<file path="config.mk">
export PLATFORM = sky130hd
export DESIGN_NAME = quad_interval_timer
export DESIGN_NICKNAME = d
export VERILOG_FILES = /design/src/rtl/quad_interval_timer.sv
export SDC_FILE = /design/constraint.sdc
export NUM_CORES = 1
export LEC_CHECK = 0
export ABC_AREA = 1
export CAP_MARGIN = 20
export CORE_ASPECT_RATIO = 0.7
export CORE_UTILIZATION = 45
export CTS_CLUSTER_DIAMETER = 120
export CTS_CLUSTER_SIZE = 12
export DETAILED_ROUTE_END_ITERATION = 8
export DONT_BUFFER_PORTS = 1
export PLACE_DENSITY = 0.7
export SETUP_SLACK_MARGIN = 0.5
export SKIP_CTS_REPAIR_TIMING = 1
export SLEW_MARGIN = 5
export SYNTH_ARGS = -nofsm -noshare
export SYNTH_HDL_FRONTEND = slang
export SYNTH_SLANG_ARGS = --single-unit
</file>
<file path="constraint.sdc">
create_clock -name clk -period 5.62 [get_ports clk]
set_clock_uncertainty 0.15 [all_clocks]
set_input_delay 0.843 -clock clk [delete_from_list [all_inputs] [get_ports clk]]
set_output_delay 0.843 -clock clk [all_outputs]
set_load 0.005 [all_outputs]
</file>
<file path="src/rtl/quad_interval_timer.sv">
module quad_interval_timer #(
  parameter int CNT_W  = 24,
  parameter int DATA_W = 32
) (
  input  logic              clk,
  input  logic              rst_n,
  input  logic              tick,
  input  logic              wr_en,
  input  logic [6:0]        addr,
  input  logic [DATA_W-1:0] wdata,
  output logic [DATA_W-1:0] rdata,
  output logic [3:0]        irq,
  output logic [3:0]        cfg_err
);
  localparam int NCH   = 4;
  localparam int PRE_W = 8;
  localparam int EN_B  = 7;
  localparam int PER_B = 6;
  localparam int D16_B = 2;
  localparam int D256_B = 3;

  logic [PRE_W-1:0] pre;
  wire str16  = tick & (&pre[3:0]);
  wire str256 = tick & (&pre);
  wire [1:0] ch  = addr[6:5];
  wire [2:0] off = addr[4:2];
  wire unused_bits = &{1'b0, addr[1:0], wdata};

  always_ff @(posedge clk)
    if (!rst_n) pre <= '0;
    else if (tick) pre <= pre + 1'b1;

  logic [CNT_W-1:0] ld_a  [NCH];
  logic [CNT_W-1:0] cnt_a [NCH];
  logic [7:0]       ctl_a [NCH];

  for (genvar c = 0; c < NCH; c++) begin : g_ch
    logic [CNT_W-1:0] ld, cnt;
    logic [7:0] ctl;
    logic armed, pend, step;
    wire sel = wr_en && (ch == c);
    wire [CNT_W-1:0] wv = wdata[CNT_W-1:0];
    wire bad = ctl[D16_B] & ctl[D256_B];

    always_comb begin
      if (bad)              step = 1'b0;
      else if (ctl[D16_B])  step = str16;
      else if (ctl[D256_B]) step = str256;
      else                  step = tick;
    end

    always_ff @(posedge clk) begin
      if (!rst_n) begin
        ld    <= '1;
        cnt   <= '0;
        ctl   <= 8'h40;
        armed <= 1'b0;
        pend  <= 1'b0;
      end else if (sel && off == 3'd0) begin
        ld    <= wv;
        cnt   <= wv;
        armed <= 1'b1;
        pend  <= 1'b0;
      end else if (sel && off == 3'd1) begin
        cnt <= wv;
      end else if (sel && off == 3'd2) begin
        ctl  <= wdata[7:0];
        pend <= 1'b0;
        if (wdata[EN_B]) begin
          cnt   <= ld;
          armed <= 1'b1;
        end
      end else if (sel && off == 3'd3) begin
        pend <= 1'b0;
        if (ctl[PER_B]) begin
          cnt   <= ld;
          armed <= 1'b1;
        end
      end else if (armed && step) begin
        if (cnt > 1) cnt <= cnt - 1'b1;
        else begin
          cnt   <= '0;
          armed <= 1'b0;
          pend  <= ctl[EN_B];
        end
      end
    end

    assign ld_a[c]    = ld;
    assign cnt_a[c]   = cnt;
    assign ctl_a[c]   = ctl;
    assign irq[c]     = pend;
    assign cfg_err[c] = bad;
  end

  always_comb begin
    rdata = '0;
    case (off)
      3'd0: rdata[CNT_W-1:0] = ld_a[ch];
      3'd1: rdata[CNT_W-1:0] = cnt_a[ch];
      3'd2: rdata[7:0]       = ctl_a[ch];
      default: rdata = '0;
    endcase
  end
endmodule

</file>
* After elaboration in Yosys (flattened, before gate mapping)
Cells that the tools add are included.
Word-level totals: output and inout bits 40, register bits 240
Cells by class: equality and inequality tests 34, add/subtract/negate cells 5, mux-type cells 100, bitwise gates (word level) 16, reductions and logical operators 60, order comparisons 5
Operator list (number):
- $mux 24 | 36
- $bmux 24 s2 | 2
- $gt 24x1->1 const B | 4
- $sub 24x1->24 const B | 4
- $mux 1 | 57
- $ne 4x4->1 const B | 12
- $reduce_and 3->1 | 12
- $pmux 16 s2 | 1
- $logic_and 1x1->1 | 24
- $ne 3x3->1 const B | 8
- $pmux 8 s3 | 1
- $ne 5x5->1 const B | 4
- $reduce_and 5->1 | 4
- $reduce_bool 5->1 | 4
- $bmux 8 s2 | 1
- $mux 8 | 2
- $reduce_bool 4->1 | 4
- $reduce_bool 3->1 | 4
- $not 1->1 | 9
- $add 8x1->8 const B | 1
- $ne 2x2->1 const B | 4
- $reduce_and 8->1 | 1
- $reduce_or 2->1 | 4
- $and 1x1->1 | 6
- other kinds (9) | 11

* Depth between registers and ports, before layout
Gate-level depths: netlist of run 1.
word-level depth 11, mapped depth 16, gate-level depth less buffers 14

* Least setup slack after synthesis of run 1
Ideal clock, no wire load.
path type input -> output, start input addr[2], end output rdata[2], buffers on the path 4, arrival time 2.018 ns, data required time 4.627 ns, setup slack 2.609 ns, stages on the path 8, cell sequence buf_2 > inv_1 > nor2_1 > buf_2 > clkbuf_1 > buf_2 > o21ai_0 > nand3_1
On the way: cells in the longest elaborated chain, start to end 2
RTL lines:
- start: declaration | line 9 | input logic [6:0] addr,
- $eq 3x2->1, or another cell as far along | line 98 | case (off)
- $pmux 8 s3 (*) | line 98
- end: declaration | line 11 | output logic [DATA_W-1:0] rdata,
Mark *: on every way between the ends. The rest lies on a longest branch, timed or not.

* Worst setup path in the final report of run 1
start input addr[5], end output rdata[4]
On the way: cells in the longest elaborated chain, start to end 5
RTL lines:
- $not 2->3 (implied by the code) (*) | line 99, 100, 101
- $bmux 8 s2, or another cell as far along | line 101 | 3'd2: rdata[7:0] = ctl_a[ch];
- $mux 8 (implied by the code), or another cell as far along (2 in series) | line 101
- $pmux 8 s3 (*) | line 98
Mark *: on every way between the ends. The rest lies on a longest branch, timed or not. The select of a mux whose other input is x is not followed.

==> flow_summary.yaml, run 1 <==
status:
  status: "finished clean"
floorplanning:
  die_h_um: 153.4
  start_util_pct: 45.66
  core_sq_um: 32270
  die_x_um: 218.3
  std_cell_rows: 55
  io_pins: 83
  die_area_sq_um: 33490
setup_path:
  worstPathRequired_ps: 4630
  cp_max_fo: 26
  cp-end-kind: "output port"
  worstSetupStartpoint: "addr[5]"
  start_kind: "primary input"
  worst-r2r-setup-slack_ps: 2530
  worstReg2RegStart: "pre[0]"
  critPathKind: "primary input to output port"
  arrival_ps: 3200
yosys:
  synth_compound_area_share_pct: 25.67
  ys_ff_latch: 240
  synth.area.mux_share_pct: 0
  synth-xor-area-share_pct: 3.209
  ys_seq_area_share_pct: 32.60
  syn_inst: 2320
  synth-simple-area-share_pct: 27.97
  netlist_area_sq_um: 14740
  yosysWarningCount: 0
  avgSynthCellArea_sq_um: 6.352
  synth_top_family_by_area: "simple AND/OR/NAND/NOR gates"
  synth-adder-area-share_pct: 0.7641
  ys_types: 38
sta:
  finalCriticalPeriod_ps: 4194
  hold_violations: 0
  finalCritPeriodShare_pct: 74.62
  grt_setup_unrepaired: "no"
  fmax_mhz: 238.5
  tns_ps: 0
  setup_viol: 0
  worst_pin_slew_ps: 1007
  slew_violations: 0
  worst_slack_ps: 1426
  max_slew_margin_pct: 32.65
detailed_routing:
  first_iter_violations: 2278
  ant_nets: 0
  drt_pass1_iterations: 6
  drt-wirelength-per-cell_um: 21.10
  vias: 15880
  via_per_inst: 5.986
  drcViolationCount: 0
  wirelength_um: 55950
clocking:
  cts.sinks: 240
  cts_tree: "built"
  worstSkewPairLatency_ps: 560
  htree_levels: 1
  clockRootBuffer: "clkbuf_16"
  clk_pin_slew_ps: 60
  cts_buffer_depth: 3
  cts_made_buffers: 23
min_path:
  holdCritPathClass: "primary input to register"
  min-delay-start: "tick"
pwr:
  p_leak_nw: 7.177
  vdd_drop_max_mv: 0.2206
  powerDensity_nw_per_um2: 290.7
placement:
  placed_cell_area_sq_um: 14770
  post-dp-hpwl_um: 39640
  gp_congestion: 1.063
  dpl_worst_slack_ps: 1540
  io_buffers: 0
global_route:
  grt_max_degree: 211
  track_usage_pct: 33.03
  grt-ovfl-total: 0
  grt_pass1_wl_um: 85410
  grt_pass1_vias: 14120
  antenna_found_initial: 1
job:
  drv_cap: 0
cells_and_area:
  drive_above_1_share_pct: 4.180
  n_antenna_cell: 0
  final_area_sq_um: 15420
  nFillCells: 3328
  final_nets: 2278
  finish.utilization_pct: 47.77
  syn2layout_area_growth_pct: 4.619
==> cell usage in the layout, fill, tap and decap left out, types with 3 or more instances in the layout <==
master / synthesis / layout
a21o_1: 16 / 16
a21oi_1: 246 / 246
a22oi_1: 87 / 87
buf_4: 22 / 20
clkbuf_16: 0 / 23
clkinv_1: 6 / 7
conb_1: 1 / 8
dfxtp_1: 240 / 240
ha_1: 9 / 9
inv_1: 179 / 178
inv_2: 10 / 10
nand2_1: 587 / 587
nand2_2: 5 / 5
nand3_1: 74 / 73
nand3_2: 2 / 3
nand4_1: 18 / 18
nor2_1: 295 / 292
nor2_2: 13 / 12
nor2_4: 7 / 11
nor3_1: 8 / 8
o211ai_1: 40 / 40
o21ai_0: 169 / 169
o21ai_1: 16 / 16
o221ai_1: 15 / 15
o22ai_1: 64 / 64
or3b_2: 5 / 5
xnor2_1: 4 / 4
xor2_1: 50 / 50
==> Yosys cell counts (all sizes together) <==
| cell type | n | area share [%] |
|---|---|---|
| clkbuf | 77 | 2.0 |
| nand4 | 18 | 0.76 |
| xor2 | 50 | 3.0 |
| o21ai | 185 | 6.3 |
| nand3 | 76 | 2.6 |
| nand2 | 592 | 15 |
| conb | 1 | 0.025 |
| o21bai | 1 | 0.051 |
| o221ai | 15 | 0.89 |
| nor2 | 316 | 8.7 |
| o211ai | 40 | 2.0 |
| nor3 | 8 | 0.27 |
| clkinv | 6 | 0.15 |
| a22oi | 87 | 4.4 |
| buf | 71 | 2.8 |
| a31oi | 1 | 0.042 |
| a21oi | 246 | 8.4 |
| a21o | 16 | 0.82 |
| o22ai | 64 | 2.7 |
| inv | 189 | 4.8 |
| ha | 9 | 0.76 |
| xnor2 | 4 | 0.24 |
| dfxtp | 240 | 33 |
| or3b | 5 | 0.30 |
| and3 | 1 | 0.042 |
| and2 | 1 | 0.042 |
| a211oi | 1 | 0.051 |
==> metal layers <==
metal / vias up / routed length, um / track usage, %
met4: 0 / 1553 / 7.892
met1: 7343 / 25250 / 50.44
met2: 929 / 23270 / 48.25
met5: - / 0 / 0
li1: 7510 / - / -
met3: 93 / 5877 / 4.418
==> worst max-delay path, cell delays in order <==
cell and delay, ps:
inv_2 30, nand2_2 480, inv_1 600, buf_4 380, a22oi_1 200, a21oi_1 80
or3b_2 550
==> path summary, 6_finish.rpt <==
| path | cells past startpoint | to |
|---|---|---|
| max reg2reg | 11 | g_ch[1].cnt[22] |
| min | 1 | pre[1] |
| max | 7 | rdata[4] |
| min reg2reg | 1 | pre[7] |
==> state kept, by name, summed over array words and instances, names as in the netlist <==
name        count
g_ch.cnt       96
pre             8
g_ch.pend       4
g_ch.armed      4
g_ch.ctl       32
g_ch.ld        96
==> per-stage QoR <==
| stage | cells | hold WS [ps] | power, mW |
|---|---|---|---|
| finish | 2652 | 231.7 | 4.482 |
| CTS | 2649 | 217.5 | 4.444 |
| detailed placement | 2625 | 288.6 | 3.033 |
| global route | 2652 | 216.4 | 4.702 |
| floorplan | 2327 | 272.7 | 2.725 |
| global placement | 2625 | 285.5 | 3.012 |
==> logic make-up after synthesis <==
| kind of cell | after synthesis |
|---|---|
| AOI/OAI and AO/OA | 656 |
| xor gates and xnor gates | 54 |
| adders and majority gates | 9 |
| buffers and inverters | 343 |
| DFF | 240 |
| other | 1 |
| and+or+nand+nor | 1017 |
==> where the power goes <==
group          total [mW]  internal [mW]  leakage, nW  switching (mW)
combinational        1.24          0.379         4.94           0.858
sequential           1.82           1.75         1.95          0.0638
clock                1.43          0.728        0.293           0.700
total                4.48           2.86         7.18            1.62
==> final cells by class <==
cell class	instances	area [sq um]	share of cell area, %
Inverter	195	732.0	4.748
Multi-Input combinational cell	1744	8553	55.48
Sequential cell	240	4805	31.16
Tap cell	427	534.3	3.465
Clock buffer	23	575.6	3.733
Clock inverter	1	20.02	0.1298
Timing Repair Buffer	22	197.7	1.282
No activity file was read; power rests on OpenSTA's default activity.
==> run 2: changes to the inputs <==
--- a/config.mk
+++ b/config.mk
@@ -13,7 +13,7 @@
 export CTS_CLUSTER_SIZE = 12
 export DETAILED_ROUTE_END_ITERATION = 8
 export DONT_BUFFER_PORTS = 1
-export PLACE_DENSITY = 0.7
+export PLACE_DENSITY = 0.72
 export SETUP_SLACK_MARGIN = 0.5
 export SKIP_CTS_REPAIR_TIMING = 1
 export SLEW_MARGIN = 5
==> constraint.sdc (replaced) <==
create_clock -name clk -period 3.85 [get_ports clk]
set_clock_uncertainty 0.15 [all_clocks]
set_input_delay 0.5775 -clock clk [delete_from_list [all_inputs] [get_ports clk]]
set_output_delay 0.5775 -clock clk [all_outputs]
set_load 0.005 [all_outputs]
==> run 2 against run 1 <==
Against the previous run:
- routed wire length increased by 2.3%
- worst hold slack got worse by 210 ps
- clock-buffer cell count unchanged
- first-iteration DRC count decreased by 4.5%
- die area unchanged
- via count increased by 1.0%
- critical path depth increased by 4
- sequential power increased by 46%
- utilization increased by 0.17 points
- worst setup slack got worse by 490 ps
- largest cell class unchanged
==> flow_summary.yaml, run 2 (synthesis results as in run 1) <==
cells_and_area:
  most-common-layout-cells: "nand2_1 (587), nor2_1 (292), a21oi_1 (246), dfxtp_1 (240), inv_1 (179)"
  drive_above_1_share_pct: 4.562
  top_regs: "g_ch.cnt: 96 flops, g_ch.ld: 96 flops, g_ch.ctl: 32 flops"
  final_area_sq_um: 15470
  final_nets: 2289
  layout_commonest_cell: "nand2_1"
  n_antenna_cell: 0
  syn2layout_area_growth_pct: 5.001
  multi_input_area_sq_um: 8553
  ff_latch_area_sq_um: 4805
  nFillCells: 3373
pwr:
  powerDensity_nw_per_um2: 421.3
  power_mw: 6.520
  p_leak_nw: 7.219
  vdd_drop_max_mv: 0.3039
clocking:
  clockRootBuffer: "clkbuf_16"
  cts_made_buffers: 23
  htree_levels: 1
  clk_pin_slew_ps: 60
  cts_buffer_depth: 3
  worstSkewPairLatency_ps: 540
  cts.sinks: 240
  cts_tree: "built"
detailed_routing:
  wirelength_um: 57250
  drcViolationCount: 0
  drt_pass1_iterations: 8
  vias: 16040
  drt-wirelength-per-cell_um: 21.50
  first_iter_violations: 2175
  via_per_inst: 6.022
  ant_nets: 0
global_route:
  grt_pass1_wl_um: 86040
  grt_max_degree: 211
  grt_pass1_vias: 14490
  grt-ovfl-total: 0
  track_usage_pct: 33.42
  antenna_found_initial: 1
floorplanning:
  die_x_um: 218.3
  core_sq_um: 32270
  std_cell_rows: 55
  die_area_sq_um: 33490
  io_pins: 83
  start_util_pct: 45.66
  die_h_um: 153.4
placement:
  gp_congestion: 1.071
  io_buffers: 0
  placed_cell_area_sq_um: 14850
  post-dp-hpwl_um: 40200
sta:
  tns_ps: 0
  max_slew_margin_pct: 37.21
  finalCritPeriodShare_pct: 75.69
  slew_violations: 0
  hold_violations: 0
  worst_pin_slew_ps: 939.3
  setup_viol: 0
  fmax_mhz: 343.1
  finalCriticalPeriod_ps: 2914
  grt_setup_unrepaired: "no"
min_path:
  hold_depth: 2
  holdCritPathClass: "primary input to register"
  hold_path_end: "g_ch[1].ctl[6]"
  min-delay-start: "wdata[6]"
setup_path:
  worstSetupStartpoint: "g_ch[1].cnt[0]"
  worstPathRequired_ps: 4180
  start_kind: "register"
  worst-r2r-setup-slack_ps: 940
  worst_r2r_path_depth: 11
  arrival_ps: 3240
  worstReg2RegStart: "g_ch[1].cnt[0]"
  critPathKind: "register to register"
  cp_max_fo: 24
  r2r_end: "g_ch[1].cnt[2]"
  cp-end-kind: "register"
job:
  drv_cap: 0
status:
  status: "finished clean"
==> run 2: layout make-up <==
cell class / instances / area share (%)
clock buffers: 23 / 3.720
repair buffers: 33 / 1.714
inverters: 195 / 4.730
flip-flops and latches: 240 / 31.05
multi-input cells: 1744 / 55.28
well taps: 427 / 3.453
clock inverters: 1 / 0.05660
==> run 2: through the flow <==
stage | cells | util (%) | hold WS, ps | setup slack (ps)
5_1_grt | 2663 | 47.94 | 2.337 | 628.6
6_report | 2663 | 47.94 | 20.53 | 935.8
3_5_place_dp | 2636 | 46.01 | 294.9 | 871.9
2_1_floorplan | 2327 | - | 272.7 | 1370
4_1_cts | 2660 | 47.82 | -40.25 | 1017
3_3_place_gp | 2636 | 46.01 | 286.7 | 888.2
==> run 2: routing by layer <==
layer	global-route usage, %	part of all wire [%]
met1	49.03	44
met2	47.83	41
met3	6.687	11
met4	11.89	4.1
met5	0	0.023
==> run 2: how the worst max path moves through the flow <==
stage | to | slack, ps | cells past startpoint
CTS | g_ch[1].cnt[22] | 1020 | 11
global placement | g_ch[1].cnt[2] | 890 | 12
finish | g_ch[1].cnt[2] | 940 | 11
global route | g_ch[1].cnt[16] | 630 | 9
floorplan | rdata[2] | 1370 | 8
detailed placement | g_ch[0].cnt[22] | 870 | 10
==> run 2: worst max-delay path, stage by stage (launching register included) <==
cell and delay [ps]:
dfxtp_1 390, inv_1 100, ha_1 280, nand2_1 180, nor2_1 130, nand3_1 180
nand3_1 690, o21ai_0 460, nand2_1 80, nand2_1 60, nand2_1 50, nor2_1 90
==> run 2: power by group <==
part / switching (mW) / total (mW) / internal [mW]
sequential: 0.0945 / 2.65 / 2.56
combinational: 1.25 / 1.80 / 0.556
clock: 1.01 / 2.07 / 1.06
total: 2.35 / 6.52 / 4.17
==> run 3: changes to the inputs <==
--- a/config.mk
+++ b/config.mk
@@ -5,7 +5,7 @@
 export SDC_FILE = /design/constraint.sdc
 export NUM_CORES = 1
 export LEC_CHECK = 0
-export ABC_AREA = 1
+export ABC_AREA = 0
 export CAP_MARGIN = 20
 export CORE_ASPECT_RATIO = 0.7
 export CORE_UTILIZATION = 45
@@ -13,7 +13,7 @@
 export CTS_CLUSTER_SIZE = 12
 export DETAILED_ROUTE_END_ITERATION = 8
 export DONT_BUFFER_PORTS = 1
-export PLACE_DENSITY = 0.72
+export PLACE_DENSITY = 0.7
 export SETUP_SLACK_MARGIN = 0.5
 export SKIP_CTS_REPAIR_TIMING = 1
 export SLEW_MARGIN = 5
==> constraint.sdc (replaced) <==
create_clock -name clk -period 2.9 [get_ports clk]
set_clock_uncertainty 0.15 [all_clocks]
set_input_delay 0.435 -clock clk [delete_from_list [all_inputs] [get_ports clk]]
set_output_delay 0.435 -clock clk [all_outputs]
set_load 0.005 [all_outputs]
==> run 3 against run 2 <==
Against the previous run:
- the flow now finishes with violations (negative hold slack)
- global-route usage up 1.4 points
- routed wire length rose by 12%
- flip-flop and latch count did not move
- cell area up 10%
- non-clock buffer count grew 142
- synthesized cell count decreased by 22%
- via count fell by 1.6%
- critical endpoint is now rdata[2]
- largest power group is now combinational logic
- highest routed layer unchanged
==> flow_summary.yaml, run 3 <==
status:
  status: "complete, but fails checks"
  violations: "negative hold slack"
job:
  drv_cap: 0
setup_path:
  arrival_ps: 2020
  cp_max_fo: 3
  critPathMaxStageDelay_ps: 510
  worstPathRequired_ps: 2320
  worst_r2r_path_depth: 7
  crit_chain: "mux4_2 > mux2i_2 > nor2_1 > a21oi_2 > nor2_2"
  crit_slowest_cell: "mux4_2"
  start_kind: "register"
  critPathKind: "register to output port"
  cp-end-kind: "output port"
floorplanning:
  io_pins: 83
  die_h_um: 151.7
  start_util_pct: 46.03
  core_sq_um: 31280
  die_area_sq_um: 32730
  die_x_um: 215.8
  std_cell_rows: 54
sta:
  worst_slack_ps: 297.1
  worst_pin_slew_ps: 889.1
  grt_setup_unrepaired: "yes"
  holdWs_ps: -37.75
  slew_violations: 0
  setup_viol: 0
  finalCritPeriodShare_pct: 89.76
  finalCriticalPeriod_ps: 2603
  tns_ps: 0
  max_slew_margin_pct: 40.53
  hold_violations: 17
  fmax_mhz: 384.2
min_path:
  hold_depth: 2
  holdCritPathClass: "primary input to register"
clocking:
  clockRootBuffer: "clkbuf_16"
  worstSkewPairLatency_ps: 550
  cts_tree: "built"
  cts.sinks: 240
  cts_made_buffers: 23
  cts_buffer_depth: 3
  htree_levels: 1
  clk_pin_slew_ps: 60
detailed_routing:
  drt-wirelength-per-cell_um: 28.51
  via_per_inst: 7.011
  first_iter_violations: 2604
  wirelength_um: 64180
  drt_pass1_iterations: 8
  drcViolationCount: 0
  ant_nets: 0
  vias: 15780
yosys:
  netlist_area_sq_um: 14400
  synthArstFlopShare_pct: 0
  yosysMostFrequentCell: "nand2_1"
  synthTopCellsByArea: "dfxtp_1 (33%), mux4_2 (8.8%), nand2_1 (7.4%)"
  ys_types: 76
  avgSynthCellArea_sq_um: 7.977
  syn_inst: 1805
  ys_seq_area_share_pct: 33.37
  yosysWarningCount: 0
  synth_edf_count: 0
  yosysTopAreaCell: "dfxtp_1"
  ys_ff_latch: 240
  ys.flop_type: "dfxtp_1"
  synth_commonest_cells: "nand2_1 (283), dfxtp_1 (240), nand3_1 (151)"
  synth_top_cell_area_share_pct: 33.37
placement:
  io_buffers: 0
  gp_congestion: 1.041
  dpl_worst_slack_ps: 215.0
  post-dp-hpwl_um: 42550
cells_and_area:
  ff_latch_area_sq_um: 4867
  layout_commonest_cell: "nand2_1"
  drive_above_1_share_pct: 21.02
  most-common-layout-cells: "nand2_1 (282), dfxtp_1 (206), nand3_1 (149), buf_4 (127), a21oi_1 (115)"
  syn2layout_area_growth_pct: 18.53
  top_regs: "g_ch.cnt: 96 flops, g_ch.ld: 96 flops, g_ch.ctl: 32 flops"
  multi_input_area_sq_um: 9508
  nFillCells: 2863
  final_nets: 1881
global_route:
  grt_pass1_vias: 13480
  grt_max_degree: 190
  antenna_found_initial: 1
  track_usage_pct: 34.85
  grt_pass1_wl_um: 86330
  grt-ovfl-total: 0
pwr:
  vdd_drop_max_mv: 0.4342
  p_leak_nw: 6.400
  powerDensity_nw_per_um2: 629.6
-- run 3: area by class of cell --
cell class,count,share of cell area [%]
Timing Repair Buffer,175,8.892
Sequential cell,240,28.52
Inverter,17,0.3739
Tap cell,420,3.079
Multi-Input combinational cell,1372,55.71
Clock buffer,23,3.372
Antenna cell,4,0.05865
-- run 3: final timing paths --
path	to	slack, ps	startpoint
min reg2reg	g_ch[0].ctl[4]	310	g_ch[0].ctl[4]
max reg2reg	g_ch[2].cnt[13]	390	g_ch[2].cnt[2]
max	rdata[2]	300	g_ch[1].ld[2]
min	g_ch[3].cnt[19]	-40	wdata[19]
-- run 3: where the power goes --
| group | switching [mW] | internal, mW | total (mW) | leakage [nW] |
|---|---|---|---|---|
| sequential | 0.210 | 3.42 | 3.63 | 1.96 |
| clock | 1.34 | 1.39 | 2.74 | 0.283 |
| combinational | 2.39 | 1.99 | 4.38 | 4.15 |
-- run 3: stage by stage --
step                power (mW)  utilization, %  cells  area [sq um]
floorplan                6.263               -   1812         14640
global placement         7.177           48.74   2162         15250
detailed placement       7.213           48.74   2162         15250
CTS                      9.891           50.58   2185         15820
global route             11.12           54.53   2247         17060
finish                   10.75           54.56   2251         17070
-- run 3: routing by layer --
| layer | track usage, % | vias up | wire length (um) |
|---|---|---|---|
| met4 | 8.191 | 4 | 1757 |
| met2 | 47.78 | 1283 | 24200 |
| met5 | 0 | - | 22 |
| li1 | - | 6761 | - |
| met1 | 51.65 | 7582 | 25380 |
| met3 | 11.52 | 152 | 12830 |
-- run 3: kinds of logic (layout without fill, tap and decap cells) --
| family | Yosys count | after routing | share of synthesized area [%] |
|---|---|---|---|
| flip-flops | 240 | 240 | 33.37 |
| other | 1 | 12 | 0.02604 |
| AO/OA/AOI/OAI | 473 | 473 | 22.12 |
| buffers and inverters | 200 | 215 | 5.787 |
| adder cells (fa/ha/maj) | 9 | 9 | 0.7821 |
| XOR/XNOR | 49 | 49 | 2.981 |
| AND/OR/NAND/NOR | 756 | 756 | 24.70 |
| multiplexers | 77 | 77 | 10.24 |
-- run 3: critical path, delay by kind of cell (launching register included) --
family | cells | cell delay [ps]
and+or+nand+nor | 2 | 150
muxes | 2 | 720
AOI/OAI and AO/OA | 1 | 170
DFF | 1 | 440
